**config.mk**
```make
export PLATFORM = sky130hd
export DESIGN_NAME = evcap_unit
export DESIGN_NICKNAME = d
export VERILOG_FILES = /design/src/rtl/evcap_pkg.sv /design/src/rtl/evcap_edge.sv /design/src/rtl/evcap_window.sv /design/src/rtl/evcap_store.sv /design/src/rtl/evcap_unit.sv
export SDC_FILE = /design/constraint.sdc
export NUM_CORES = 1
export LEC_CHECK = 0
export CORE_MARGIN = 8
export CORE_UTILIZATION = 35
export CTS_CLUSTER_SIZE = 24
export DETAILED_ROUTE_END_ITERATION = 10
export SETUP_SLACK_MARGIN = 0.2
export SLEW_MARGIN = 20
export SYNTH_ARGS = -nofsm -noshare
export SYNTH_HDL_FRONTEND = slang
export SYNTH_SLANG_ARGS = --single-unit
```
**constraint.sdc**
```tcl
create_clock -name clk -period 4.9 [get_ports clk]
set_input_delay 0.49 -clock clk [delete_from_list [all_inputs] [get_ports clk]]
set_output_delay 0.49 -clock clk [all_outputs]
set_load 0.05 [all_outputs]
```
**src/rtl/evcap_pkg.sv**
```systemverilog
// evcap_pkg: shared widths and the capture entry type.
// Assumes a fixed pin count and tag width for the whole unit.
package evcap_pkg;
    localparam int unsigned EV_PINS = 4;
    localparam int unsigned TAG_W   = 16;

    typedef struct packed {
        logic [EV_PINS-1:0] mask;
        logic [TAG_W-1:0]   tag;
    } evcap_entry_t;
endpackage

```
**src/rtl/evcap_edge.sv**
```systemverilog
// evcap_edge: two-flop synchroniser plus per-pin edge detector.
// Assumes pin inputs are asynchronous and edge_sel is quasi-static.
module evcap_edge #(
    parameter int unsigned NPIN = 4
) (
    input  logic              clk,
    input  logic              rst_n,
    input  logic [NPIN-1:0]   pin_in,
    input  logic [2*NPIN-1:0] edge_sel,
    output logic [NPIN-1:0]   ev
);
    logic [NPIN-1:0] sync1, sync2, prev;

    // Synchronise the pins and keep the previous synchronised level.
    always_ff @(posedge clk) begin
        if (!rst_n) begin
            sync1 <= '0;
            sync2 <= '0;
            prev  <= '0;
        end else begin
            sync1 <= pin_in;
            sync2 <= sync1;
            prev  <= sync2;
        end
    end

    // One edge qualifier per pin, selected by two enable bits.
    for (genvar i = 0; i < NPIN; i++) begin : g_pin
        assign ev[i] = (sync2[i] & ~prev[i] & edge_sel[2*i])
                     | (~sync2[i] & prev[i] & edge_sel[2*i+1]);
    end
endmodule

```
**src/rtl/evcap_window.sv**
```systemverilog
// evcap_window: prescaled time-tag counter and per-period event merger.
// Assumes PRESCALE >= 2; an entry is offered on the period's last clock.
module evcap_window
    import evcap_pkg::*;
#(
    parameter int unsigned PRESCALE = 8
) (
    input  logic               clk,
    input  logic               rst_n,
    input  logic [EV_PINS-1:0] ev,
    output logic [TAG_W-1:0]   timer,
    output logic               commit_vld,
    output evcap_entry_t       commit_entry
);
    localparam int unsigned PW = $clog2(PRESCALE);

    logic [PW-1:0]      pre;
    logic [EV_PINS-1:0] acc_mask;
    logic [EV_PINS-1:0] win_mask;
    logic               last;

    assign last     = (pre == PW'(PRESCALE-1));
    assign win_mask = acc_mask | ev;

    // Prescaler and timer: the timer steps on the period's last clock.
    always_ff @(posedge clk) begin
        if (!rst_n) begin
            pre   <= '0;
            timer <= '0;
        end else if (last) begin
            pre   <= '0;
            timer <= timer + TAG_W'(1);
        end else begin
            pre   <= pre + PW'(1);
        end
    end

    // Accumulate events of the current period; clear when it closes.
    always_ff @(posedge clk) begin
        if (!rst_n)    acc_mask <= '0;
        else if (last) acc_mask <= '0;
        else           acc_mask <= win_mask;
    end

    assign commit_vld        = last && (win_mask != '0);
    assign commit_entry.mask = win_mask;
    assign commit_entry.tag  = timer;
endmodule

```
**src/rtl/evcap_store.sv**
```systemverilog
// evcap_store: holding register fronting a circular FIFO.
// Assumes rd_en is honoured only while the holding register is valid.
module evcap_store
    import evcap_pkg::*;
#(
    parameter int unsigned DEPTH = 7
) (
    input  logic                       clk,
    input  logic                       rst_n,
    input  logic                       push,
    input  evcap_entry_t               push_entry,
    input  logic                       rd_en,
    output logic                       hold_valid,
    output evcap_entry_t               hold_entry,
    output logic [$clog2(DEPTH+1)-1:0] count,
    output logic                       overflow
);
    localparam int unsigned PTRW = (DEPTH > 1) ? $clog2(DEPTH) : 1;
    localparam int unsigned CNTW = $clog2(DEPTH+1);

    evcap_entry_t    mem [DEPTH];
    logic [PTRW-1:0] wr_ptr, rd_ptr;
    logic            fifo_empty, fifo_full, pop, to_hold, fifo_wr, drop;

    function automatic logic [PTRW-1:0] ptr_next(input logic [PTRW-1:0] p);
        return (p == PTRW'(DEPTH-1)) ? '0 : p + PTRW'(1);
    endfunction

    assign fifo_empty = (count == '0);
    assign fifo_full  = (count == CNTW'(DEPTH));
    assign pop        = !hold_valid && !fifo_empty;
    assign to_hold    = push && !hold_valid && fifo_empty;
    assign fifo_wr    = push && !to_hold && (!fifo_full || pop);
    assign drop       = push && !to_hold && fifo_full && !pop;

    // FIFO storage write; contents need no reset.
    always_ff @(posedge clk) begin
        if (fifo_wr) mem[wr_ptr] <= push_entry;
    end

    // Pointers, occupancy and sticky overflow.
    always_ff @(posedge clk) begin
        if (!rst_n) begin
            wr_ptr   <= '0;
            rd_ptr   <= '0;
            count    <= '0;
            overflow <= 1'b0;
        end else begin
            if (fifo_wr) wr_ptr <= ptr_next(wr_ptr);
            if (pop)     rd_ptr <= ptr_next(rd_ptr);
            case ({fifo_wr, pop})
                2'b10:   count <= count + CNTW'(1);
                2'b01:   count <= count - CNTW'(1);
                default: count <= count;
            endcase
            if (drop) overflow <= 1'b1;
        end
    end

    // Holding register: refill from FIFO, bypass when empty, clear on read.
    always_ff @(posedge clk) begin
        if (!rst_n) begin
            hold_valid <= 1'b0;
            hold_entry <= '0;
        end else if (pop) begin
            hold_valid <= 1'b1;
            hold_entry <= mem[rd_ptr];
        end else if (to_hold) begin
            hold_valid <= 1'b1;
            hold_entry <= push_entry;
        end else if (rd_en && hold_valid) begin
            hold_valid <= 1'b0;
        end
    end
endmodule

```
**src/rtl/evcap_unit.sv**
```systemverilog
// evcap_unit: time-tagged input capture with holding register and FIFO.
// Assumes a single clock domain; pins are synchronised internally.
module evcap_unit
    import evcap_pkg::*;
#(
    parameter int unsigned DEPTH    = 7,
    parameter int unsigned PRESCALE = 8,
    localparam int unsigned CNTW    = $clog2(DEPTH+1)
) (
    input  logic                 clk,
    input  logic                 rst_n,
    input  logic [EV_PINS-1:0]   pin_in,
    input  logic [2*EV_PINS-1:0] edge_sel,
    input  logic                 rd_en,
    output logic                 hold_valid,
    output logic [EV_PINS-1:0]   hold_mask,
    output logic [TAG_W-1:0]     hold_tag,
    output logic [CNTW-1:0]      fifo_count,
    output logic                 overflow,
    output logic [TAG_W-1:0]     timer_now
);
    logic [EV_PINS-1:0] ev;
    logic               commit_vld;
    evcap_entry_t       commit_entry;
    evcap_entry_t       hold_entry;

    evcap_edge #(.NPIN(EV_PINS)) u_edge (
        .clk(clk), .rst_n(rst_n), .pin_in(pin_in),
        .edge_sel(edge_sel), .ev(ev)
    );

    evcap_window #(.PRESCALE(PRESCALE)) u_win (
        .clk(clk), .rst_n(rst_n), .ev(ev), .timer(timer_now),
        .commit_vld(commit_vld), .commit_entry(commit_entry)
    );

    evcap_store #(.DEPTH(DEPTH)) u_store (
        .clk(clk), .rst_n(rst_n), .push(commit_vld),
        .push_entry(commit_entry), .rd_en(rd_en),
        .hold_valid(hold_valid), .hold_entry(hold_entry),
        .count(fifo_count), .overflow(overflow)
    );

    assign hold_mask = hold_entry.mask;
    assign hold_tag  = hold_entry.tag;
endmodule

```
* Word-level counts from Yosys, hierarchy flattened
Memory sizes are Yosys's and may differ from the RTL's. A register that Yosys moved wholly into a read port is not among the register bits.
Index checks and enable logic that the tools add are counted.
** Word-level totals
- Bits in registers :: 66
- Bits in writable memories :: 140
- Input bits :: 15
- Output and inout bits :: 41
- Word-level logic and storage cells :: 89
- Memories kept :: 1
** Memory list
- u_store.mem :: depth 7, width 20, read ports 1, clocked after Yosys merged registers in 1, write ports 1, RTL line evcap_store.sv:21 : evcap_entry_t mem [DEPTH];
** Cells by class
- Add/sub/neg operators :: 6
- Eq/ne operators :: 6
- Multiplexer cells :: 12
- Bitwise operators :: 30
- Reduce and logical (&&, ||, !) cells :: 21
** Operator list (number)
- 20-bit 2-to-1 mux :: 2
- 16-bit by 1-bit adder with 16-bit output, second input constant :: 1
- 1-bit AND :: 16
- 3-bit by 1-bit adder with 3-bit output, second input constant :: 4
- 3-bit == test, second input constant :: 4
- 3-bit 2-to-1 mux :: 4
- 1-bit logical AND :: 9
- 1-bit inverter :: 9
- 3-bit case mux with 2 select lines :: 1
- 1-bit logical NOT :: 5
- 1-bit 2-to-1 mux :: 5
- 1-bit bitwise OR :: 4
- 4-bit bitwise OR :: 1
- 2-bit nonzero test :: 2
- 4-bit nonzero test :: 1
- 3-bit logical NOT :: 1
- 3-bit nonzero test :: 1
- 3-bit by 1-bit subtractor with 3-bit output, second input constant :: 1
- 2-bit by 1-bit == test with 1-bit output, second input constant :: 1
- 2-bit == test, second input constant :: 1
- 2-bit OR reduction :: 1
- 1-bit logical OR :: 1

* Depth between registers and ports, before layout
Gate-level depths: netlist of run 1.
- Depth in word-level cells :: 14
- Gate-level depth with buffers :: 9
- Gate-level depth less buffers :: 8

* By module
Synthesis of run 1 repeated with hierarchy kept, for this count alone.
** Unflattened totals
- Cells, all modules :: 647
- Area, all modules :: 8549.4 um2
** By module, submodules not included
- evcap_store :: times used 1, cells each 485, area each 7035.5 um2, seq. area each 4884.7 um2
- evcap_window :: times used 1, cells each 125, area each 1112.3 um2, seq. area each 460.4 um2
- evcap_edge :: times used 1, cells each 37, area each 401.6 um2, seq. area each 240.2 um2

* Worst setup path after synthesis of run 1
Ideal clock, no wire load.
- Path kind :: input -> register
- Start :: input port edge_sel[7]
- End :: memory u_store.mem[0][0] (netlist bit), enable pin
- Library setup time :: 0.448 ns
- Arrival time :: 3.274 ns
- Data required time :: 4.452 ns
- Setup slack :: 1.178 ns
- Stages on the path :: 5
- Buffers on the path :: 0
- Cells stage by stage :: nor2b_1 a221oi_4 a41oi_4 nand2_1 nor4_1
** Between the ends
- Word-level cells in the longest chain between the ends :: 12
** Ends and longest elaborated chain
- start: declaration :: RTL line evcap_unit.sv:13 : input logic [2*EV_PINS-1:0] edge_sel,
- 1-bit AND (*) :: RTL line evcap_edge.sv:30 : | (~sync2[i] & prev[i] & edge_sel[2*i+1]);
- 1-bit bitwise OR (*) :: RTL line evcap_edge.sv:30
- 4-bit bitwise OR (*) :: RTL line evcap_window.sv:23 : assign win_mask = acc_mask | ev;
- 4-bit nonzero test (*) :: RTL line evcap_window.sv:45 : assign commit_vld = last && (win_mask != '0);
- 1-bit logical AND (*) :: RTL line evcap_window.sv:45
- 1-bit logical AND (2 in a row) :: RTL line evcap_store.sv:32 : assign to_hold = push && !hold_valid && fifo_empty;
- 1-bit logical NOT :: RTL line evcap_store.sv:33 : assign fifo_wr = push && !to_hold && (!fifo_full || pop);
- 1-bit logical AND (*) (2 in a row) :: RTL line evcap_store.sv:33
- 1-bit 2-to-1 mux (*) :: RTL line evcap_store.sv:38 : if (fifo_wr) mem[wr_ptr] <= push_entry;
- 1-bit 2-to-1 mux (not written as such) (*) :: RTL line evcap_store.sv:38
- end: declaration :: RTL line evcap_store.sv:21
Every way passes the cells marked *; elsewhere a longest branch is shown, timed or not.

* Final worst setup path of run 1
- Start :: register u_win.pre[0]
- End :: memory u_store.mem[3][6] (netlist bit), enable pin
** Between the ends
- Word-level cells in the longest chain between the ends :: 9
** Ends and longest elaborated chain
- start: declaration :: RTL line evcap_window.sv:17 : logic [PW-1:0] pre;
- start signal: assignment :: RTL line evcap_window.sv:34 : pre <= pre + PW'(1);
- 3-bit == test (*) :: RTL line evcap_window.sv:22 : assign last = (pre == PW'(PRESCALE-1));
- 1-bit logical AND (*) :: RTL line evcap_window.sv:45
- 1-bit logical AND (2 in a row) :: RTL line evcap_store.sv:32
- 1-bit logical NOT :: RTL line evcap_store.sv:33
- 1-bit logical AND (*) (2 in a row) :: RTL line evcap_store.sv:33
- 1-bit 2-to-1 mux (*) :: RTL line evcap_store.sv:38
- 1-bit 2-to-1 mux (not written as such) (*) :: RTL line evcap_store.sv:38
Marks and branches as above.

==> results of run 1 <==
[final timing paths]
path,endpoint,slack [ps],startpoint
max,u_store.mem[3][6],2380,u_win.pre[0]
min,u_edge.sync2[1],430,u_edge.sync1[1]
max reg2reg,u_store.mem[3][6],2380,u_win.pre[0]
min reg2reg,u_edge.sync2[1],430,u_edge.sync1[1]
[report_power, final]
part	leakage (nW)	switching, mW	internal (mW)
Combinational	1.07	0.534	0.397
Clock	0.328	0.641	0.966
Sequential	1.89	0.118	1.95
Total	3.29	1.29	3.32
[stage by stage]
step	utilization [%]	area [sq um]	hold WS, ps
2_1_floorplan	-	8400	399
3_3_place_gp	39.1	9200	409
3_5_place_dp	39.1	9200	418
4_1_cts	42.0	9890	432
5_1_grt	42.0	9900	452
6_report	42.0	9900	430
[sequential cells by signal (all words and copies together) (netlist names), named ones only]
name	count
u_store.rd_ptr	3
u_store.count	3
u_store.hold_entry	20
u_store.overflow	1
u_edge.sync2	4
u_win.pre	3
u_win.acc_mask	4
u_store.mem	140
u_edge.prev	4
u_store.wr_ptr	3
u_store.hold_valid	1
u_win.timer	16
u_edge.sync1	4
[area by class of cell]
type | count | share of cell area, %
Tap cell | 319 | 4.03
Clock inverter | 11 | 1.39
Multi-Input combinational cell | 310 | 25.8
Sequential cell | 209 | 56.5
Timing Repair Buffer | 67 | 6.42
Inverter | 7 | 0.266
Clock buffer | 27 | 5.64
[layer usage]
| metal | vias to the layer above | track usage [%] | share of wire, % |
|---|---|---|---|
| li1 | 2194 | - | - |
| met1 | 2282 | 14.0 | 42 |
| met2 | 79 | 21.0 | 52 |
| met3 | 21 | 2.05 | 4.6 |
| met4 | 0 | 3.40 | 1.5 |
| met5 | - | 0 | 0 |
[synthesized netlist by cell type, types with 2 or more instances]
cell type	count	area share [%]
o21ai_0	46	2.7
buf_2	4	0.24
dfxtp_1	69	16
mux2i_1	40	4.8
o21ai_1	4	0.24
or3_1	3	0.22
a41oi_4	2	0.66
mux2_2	20	2.7
and3_1	6	0.45
clkbuf_1	20	0.89
ha_1	3	0.45
a21oi_1	23	1.4
and2_1	25	1.9
edfxtp_1	140	50
o21a_1	2	0.18
nor2b_1	7	0.52
inv_1	7	0.31
nand3_1	3	0.18
a221oi_4	4	1.3
xor2_1	2	0.21
nor2_1	13	0.58
nor2b_2	3	0.31
xnor2_1	11	1.1
nand2b_1	5	0.37
buf_4	19	1.7
nand4_1	5	0.37
buf_6	2	0.27
nor3_1	3	0.18
nand2_1	41	1.8
nor3b_1	2	0.18
a31oi_1	2	0.15
a21boi_0	4	0.36
mux4_2	20	5.4
[cell families after synthesis]
kind of cell | share of synthesized area (%)
buffers and inverters | 3.45
AND/OR/NAND/NOR | 7.79
XOR/XNOR | 1.35
adder cells (fa/ha/maj) | 0.685
flip-flops | 66.5
multiplexers | 13.1
AO/OA/AOI/OAI | 7.18
[critical path, stage by stage (launching register included)]
cell and delay, ps:
dfxtp_1 340, ha_1 160, ha_1 350, inv_1 170, a41oi_4 370, nand3_1 220, nor3b_2 220, buf_4 340
==> flow_summary_export.csv, run 1 <==
group,metric,value,unit
status,status,"complete, no violations",
critical_path,critPathRequiredTime,5060,ps
min_path,hold_depth,1,
floorplanning,start_util,35.7,%
logic_synthesis,ys_ff_latch,209,
global_route,grt_pass1_wl,26.6,mm
critical_path,worstRegToRegCells,7,
global_route,grt_max_degree,46,
routing,routed_wl,17.0,mm
job,cap_violations,0,
layout,mostFrequentLayoutCells,"edfxtp_1, dfxtp_1, clkdlybuf4s50_1, o21ai_0, nand2_1",
logic_synthesis,synth-async-reset-ratio,0,%
clocking,cts_tree,"built",
critical_path,crit_type,"register to register",
sta,period_needed,2520,ps
clocking,cts_resized,0,
sta,hold_viol,0,
clocking,clk_latency,490,ps
placement,gp_congestion,0.757,
critical_path,cp-end-kind,"register",
layout,n_fill_cell,2135,
routing,num_vias,4576,
critical_path,critical_path.max_fanout,21,
sta,tns,0,ps
routing,ant_nets,0,
routing,drc,0,
routing,drt_iter0_drc,210,
layout,drive_gt1_share,16.5,%
logic_synthesis,syn_nets,591,
floorplanning,die_w,171,microns
power_and_ir_drop,ir_drop,256,uV
sta,clock_skew,8.88,ps
layout,area_growth,17.8,%
sta,setup_ws,2380,ps
routing,routedWlPerCell,17.9,microns
placement,place_inst,912,
clocking,cts_max_path_buffers,3,
sta,drv_slew,0,
logic_synthesis,synthCells,572,
floorplanning,die_area,29200,sq um
logic_synthesis,synth_cell_type_count,45,
logic_synthesis,ys.warnings.count,0,
min_path,hp-class,"register to register",
floorplanning,dieHeight,171,microns
layout,diodes,0,
routing,via_per_inst,4.82,
floorplanning,io_pins,56,
clocking,cts_setup_buffers,0,
floorplanning,core,23500,sq um
layout,finalNonFillerCells,950,
sta,finalSetupViolCount,0,
layout,fin_nets,635,
logic_synthesis,netlist_area,8400,sq um
sta,rsz0062_at_grt,"false",
global_route,grt_pass1_vias,4690,
sta,slew_headroom,47.6,%
sta,worst_slew_pin_slew,786,ps
clocking,holdBufCountCts,0,
clocking,numCtsBuffers,21,
logic_synthesis,ys_seq_area_share,66.5,%
routing,first_pass_iters,4,
global_route,grt-ovfl-total,0,
power_and_ir_drop,p_leak,3.29,nW
critical_path,start_kind,"register",
global_route,antenna_found_initial,0,
global_route,grtUsageTotal,11.7,%
logic_synthesis,syn_avg_cell_area,14.7,sq um
critical_path,cp.arrival,2680,ps
logic_synthesis,synth_edf_count,140,
clocking,cts_sinks,209,
placement,post-dp-hpwl,10.3,mm
power_and_ir_drop,power_density,466,nW/um^2
clocking,clk_pin_slew,60,ps
clocking,root_buffer,"clkbuf_16",
sta,timing.fmax,397,MHz
layout,final_common_cell,"edfxtp_1",
floorplanning,rows,56,
power_and_ir_drop,finalPower,4.61,mW
layout,seqCellArea,5590,sq um
clocking,htreeDepth,1,
placement,place_ws,2040,ps
placement,io_buffer_count,55,
layout,multiInputGateArea,2550,sq um
logic_synthesis,synth_ff_type,"edfxtp_1",
sta,final.period_utilization,51.4,%
Power figures use the tool's default switching activity.
==> run 2: changes to the inputs <==
==> constraint.sdc (replaced) <==
create_clock -name clk -period 2.12 [get_ports clk]
set_input_delay 0.212 -clock clk [delete_from_list [all_inputs] [get_ports clk]]
set_output_delay 0.212 -clock clk [all_outputs]
set_load 0.05 [all_outputs]
==> run 2 against run 1 <==
Routed wire length grew 8.5%; maximum frequency is 21% higher; combinational power rose to 2.6 times the previous value; critical path type unchanged.
==> flow_summary_export.csv, run 2 (synthesis results as in run 1) <==
group,metric,value,unit
sta,hold-worst-slack,77.4,ps
global_route,grt_pass1_vias,5173,
global_route,gr-usage-met2,22.6,%
floorplanning,io_pins,56,
critical_path,rrSetupSlack,40,ps
global_route,grt_pass1_wl,28.6,mm
routing,drt_iter0_drc,308,
clocking,root_buffer,"clkbuf_16",
sta,period_needed,2080,ps
layout,top_register,"u_store.mem",
floorplanning,die_w,171,microns
global_route,top_usage_layer,"met2",
clocking,htreeDepth,1,
placement,place_ws,-310,ps
min_path,hold_end,"u_store.hold_valid",
power_and_ir_drop,p_leak,4.02,nW
critical_path,cp_num_buf_inv,6,
min_path,hp-class,"primary input to register",
critical_path,cp.arrival,2310,ps
routing,routedWlPerCell,18.1,microns
routing,ant_nets,0,
sta,worst_slew_pin_slew,549,ps
global_route,grtUsageTotal,12.6,%
min_path,hold_depth,2,
sta,setup_ws,41.9,ps
min_path,min_from,"rst_n",
sta,drv_slew,0,
power_and_ir_drop,ir_drop,463,uV
critical_path,critPathRequiredTime,2350,ps
floorplanning,core,23500,sq um
critical_path,cpPeakStageDelay,350,ps
critical_path,start_kind,"register",
layout,mostFrequentLayoutCells,"edfxtp_1, dfxtp_1, o21ai_0, buf_4",
layout,largest_reg_flops,140,
sta,hold_viol,0,
status,status,"complete, no violations",
critical_path,critical_path.max_fanout,5,
floorplanning,rows,56,
clocking,cts_tree,"built",
layout,drive_gt1_share,28.9,%
floorplanning,start_util,35.7,%
placement,post-dp-hpwl,11.2,mm
critical_path,crit_path_top_delay_cell,"dfxtp_2",
clocking,cts_sinks,209,
routing,drc,0,
sta,clock_skew,15.9,ps
layout,final_common_cell,"edfxtp_1",
critical_path,cp-end-kind,"register",
sta,rsz0062_at_grt,"true",
global_route,grt-ovfl-total,0,
layout,fin_nets,706,
routing,via_per_inst,4.81,
sta,final.period_utilization,98.0,%
clocking,holdBufCountCts,0,
layout,top_regs,"u_store.mem: 140 flops, u_store.hold_entry: 20 flops, u_win.timer: 16 flops",
global_route,antenna_found_initial,0,
global_route,grt_max_degree,45,
critical_path,worstRegToRegCells,11,
clocking,numCtsBuffers,22,
clocking,cts_max_path_buffers,3,
critical_path,cp_top_family,"buffers and inverters",
layout,area_growth,31.2,%
critical_path,crit_path_cell_trace,"ha_4 > ha_4 > inv_4 > a41oi_4 > buf_6 > buf_6 > nand2_4 > buf_6 > nor3_4 > buf_6 > clkbuf_16",
sta,slew_headroom,63.3,%
critical_path,cpMostUsedCell,"buf_6",
job,cap_violations,0,
sta,finalSetupViolCount,0,
routing,num_vias,4918,
global_route,grtUsageMet1,15.3,%
global_route,grt_use_met3,1.77,%
layout,diodes,0,
layout,final_core_util,46.8,%
critical_path,r2r-end,"u_store.mem[4][10]",
routing,routed_wl,18.5,mm
sta,timing.fmax,481,MHz
floorplanning,die_area,29200,sq um
power_and_ir_drop,power_density,995,nW/um^2
routing,first_pass_iters,4,
critical_path,crit_type,"register to register",
clocking,clk_pin_slew,60,ps
placement,gp_congestion,0.728,
clocking,clk_latency,510,ps
floorplanning,dieHeight,171,microns
placement,io_buffer_count,55,
critical_path,r2r_start,"u_win.pre[0]",
sta,tns,0,ps
run 2: changes by cell type in the layout (fill, tap and decap cells not counted), sizes merged, moves of 2 or more:
cell | before | now
buf | 13 | 81
dlymetal6s2s | 0 | 9
dlygate4sd2 | 0 | 14
clkdlybuf4s50 | 54 | 28
clkinv | 4 | 12
clkinvlp | 3 | 1
run 2: what timing repair did:
| action | 4_1_cts | 5_1_grt |
|---|---|---|
| endpoints found under the setup margin | 167 | 170 |
| gates resized for setup | 40 | 28 |
| pin swaps | 5 | 11 |
| gates cloned | 5 | 3 |
| buffers inserted | 19 | 5 |
run 2: cell type report:
class / instances / area, sq um
Inverter: 7 / 28.8
Sequential cell: 209 / 5600
Clock inverter: 16 / 163
Timing Repair Buffer: 137 / 1550
Fill cell: 2066 / 12500
Clock buffer: 24 / 578
Multi-Input combinational cell: 310 / 2710
Tap cell: 319 / 399
run 2: layer usage:
metal / up-vias / wire [microns]
met4: 0 / 372
met1: 2459 / 7860
met3: 21 / 687
met2: 92 / 9540
met5: - / 0
li1: 2346 / -
run 2: worst max path at each step:
stage,startpoint,end,slack [ps],depth (start not counted)
finish,u_win.pre[0],u_store.mem[4][10],40,11
global route,u_win.pre[0],u_store.mem[4][1],-30,11
CTS,u_win.pre[0],u_store.mem[4][15],60,11
detailed placement,edge_sel[1],u_store.mem[0][7],-310,8
global placement,edge_sel[1],u_store.mem[0][1],-270,8
floorplan,u_win.pre[1],u_store.mem[0][0],-200,7
run 2: power by group:
group          internal (mW)  leakage (nW)  switching, mW
sequential              4.52          1.90          0.158
combinational           1.02          1.76           1.40
clock                   2.33         0.366           1.55
total                   7.87          4.02           3.11
run 2: metrics by stage:
step | instance area [sq um] | std cells | total power [mW]
floorplan | 8540 | 572 | 6.45
global placement | 9740 | 950 | 7.11
finish | 11000 | 1022 | 11.0
global route | 11000 | 1022 | 11.4
CTS | 10800 | 1014 | 11.1
detailed placement | 9740 | 950 | 7.16
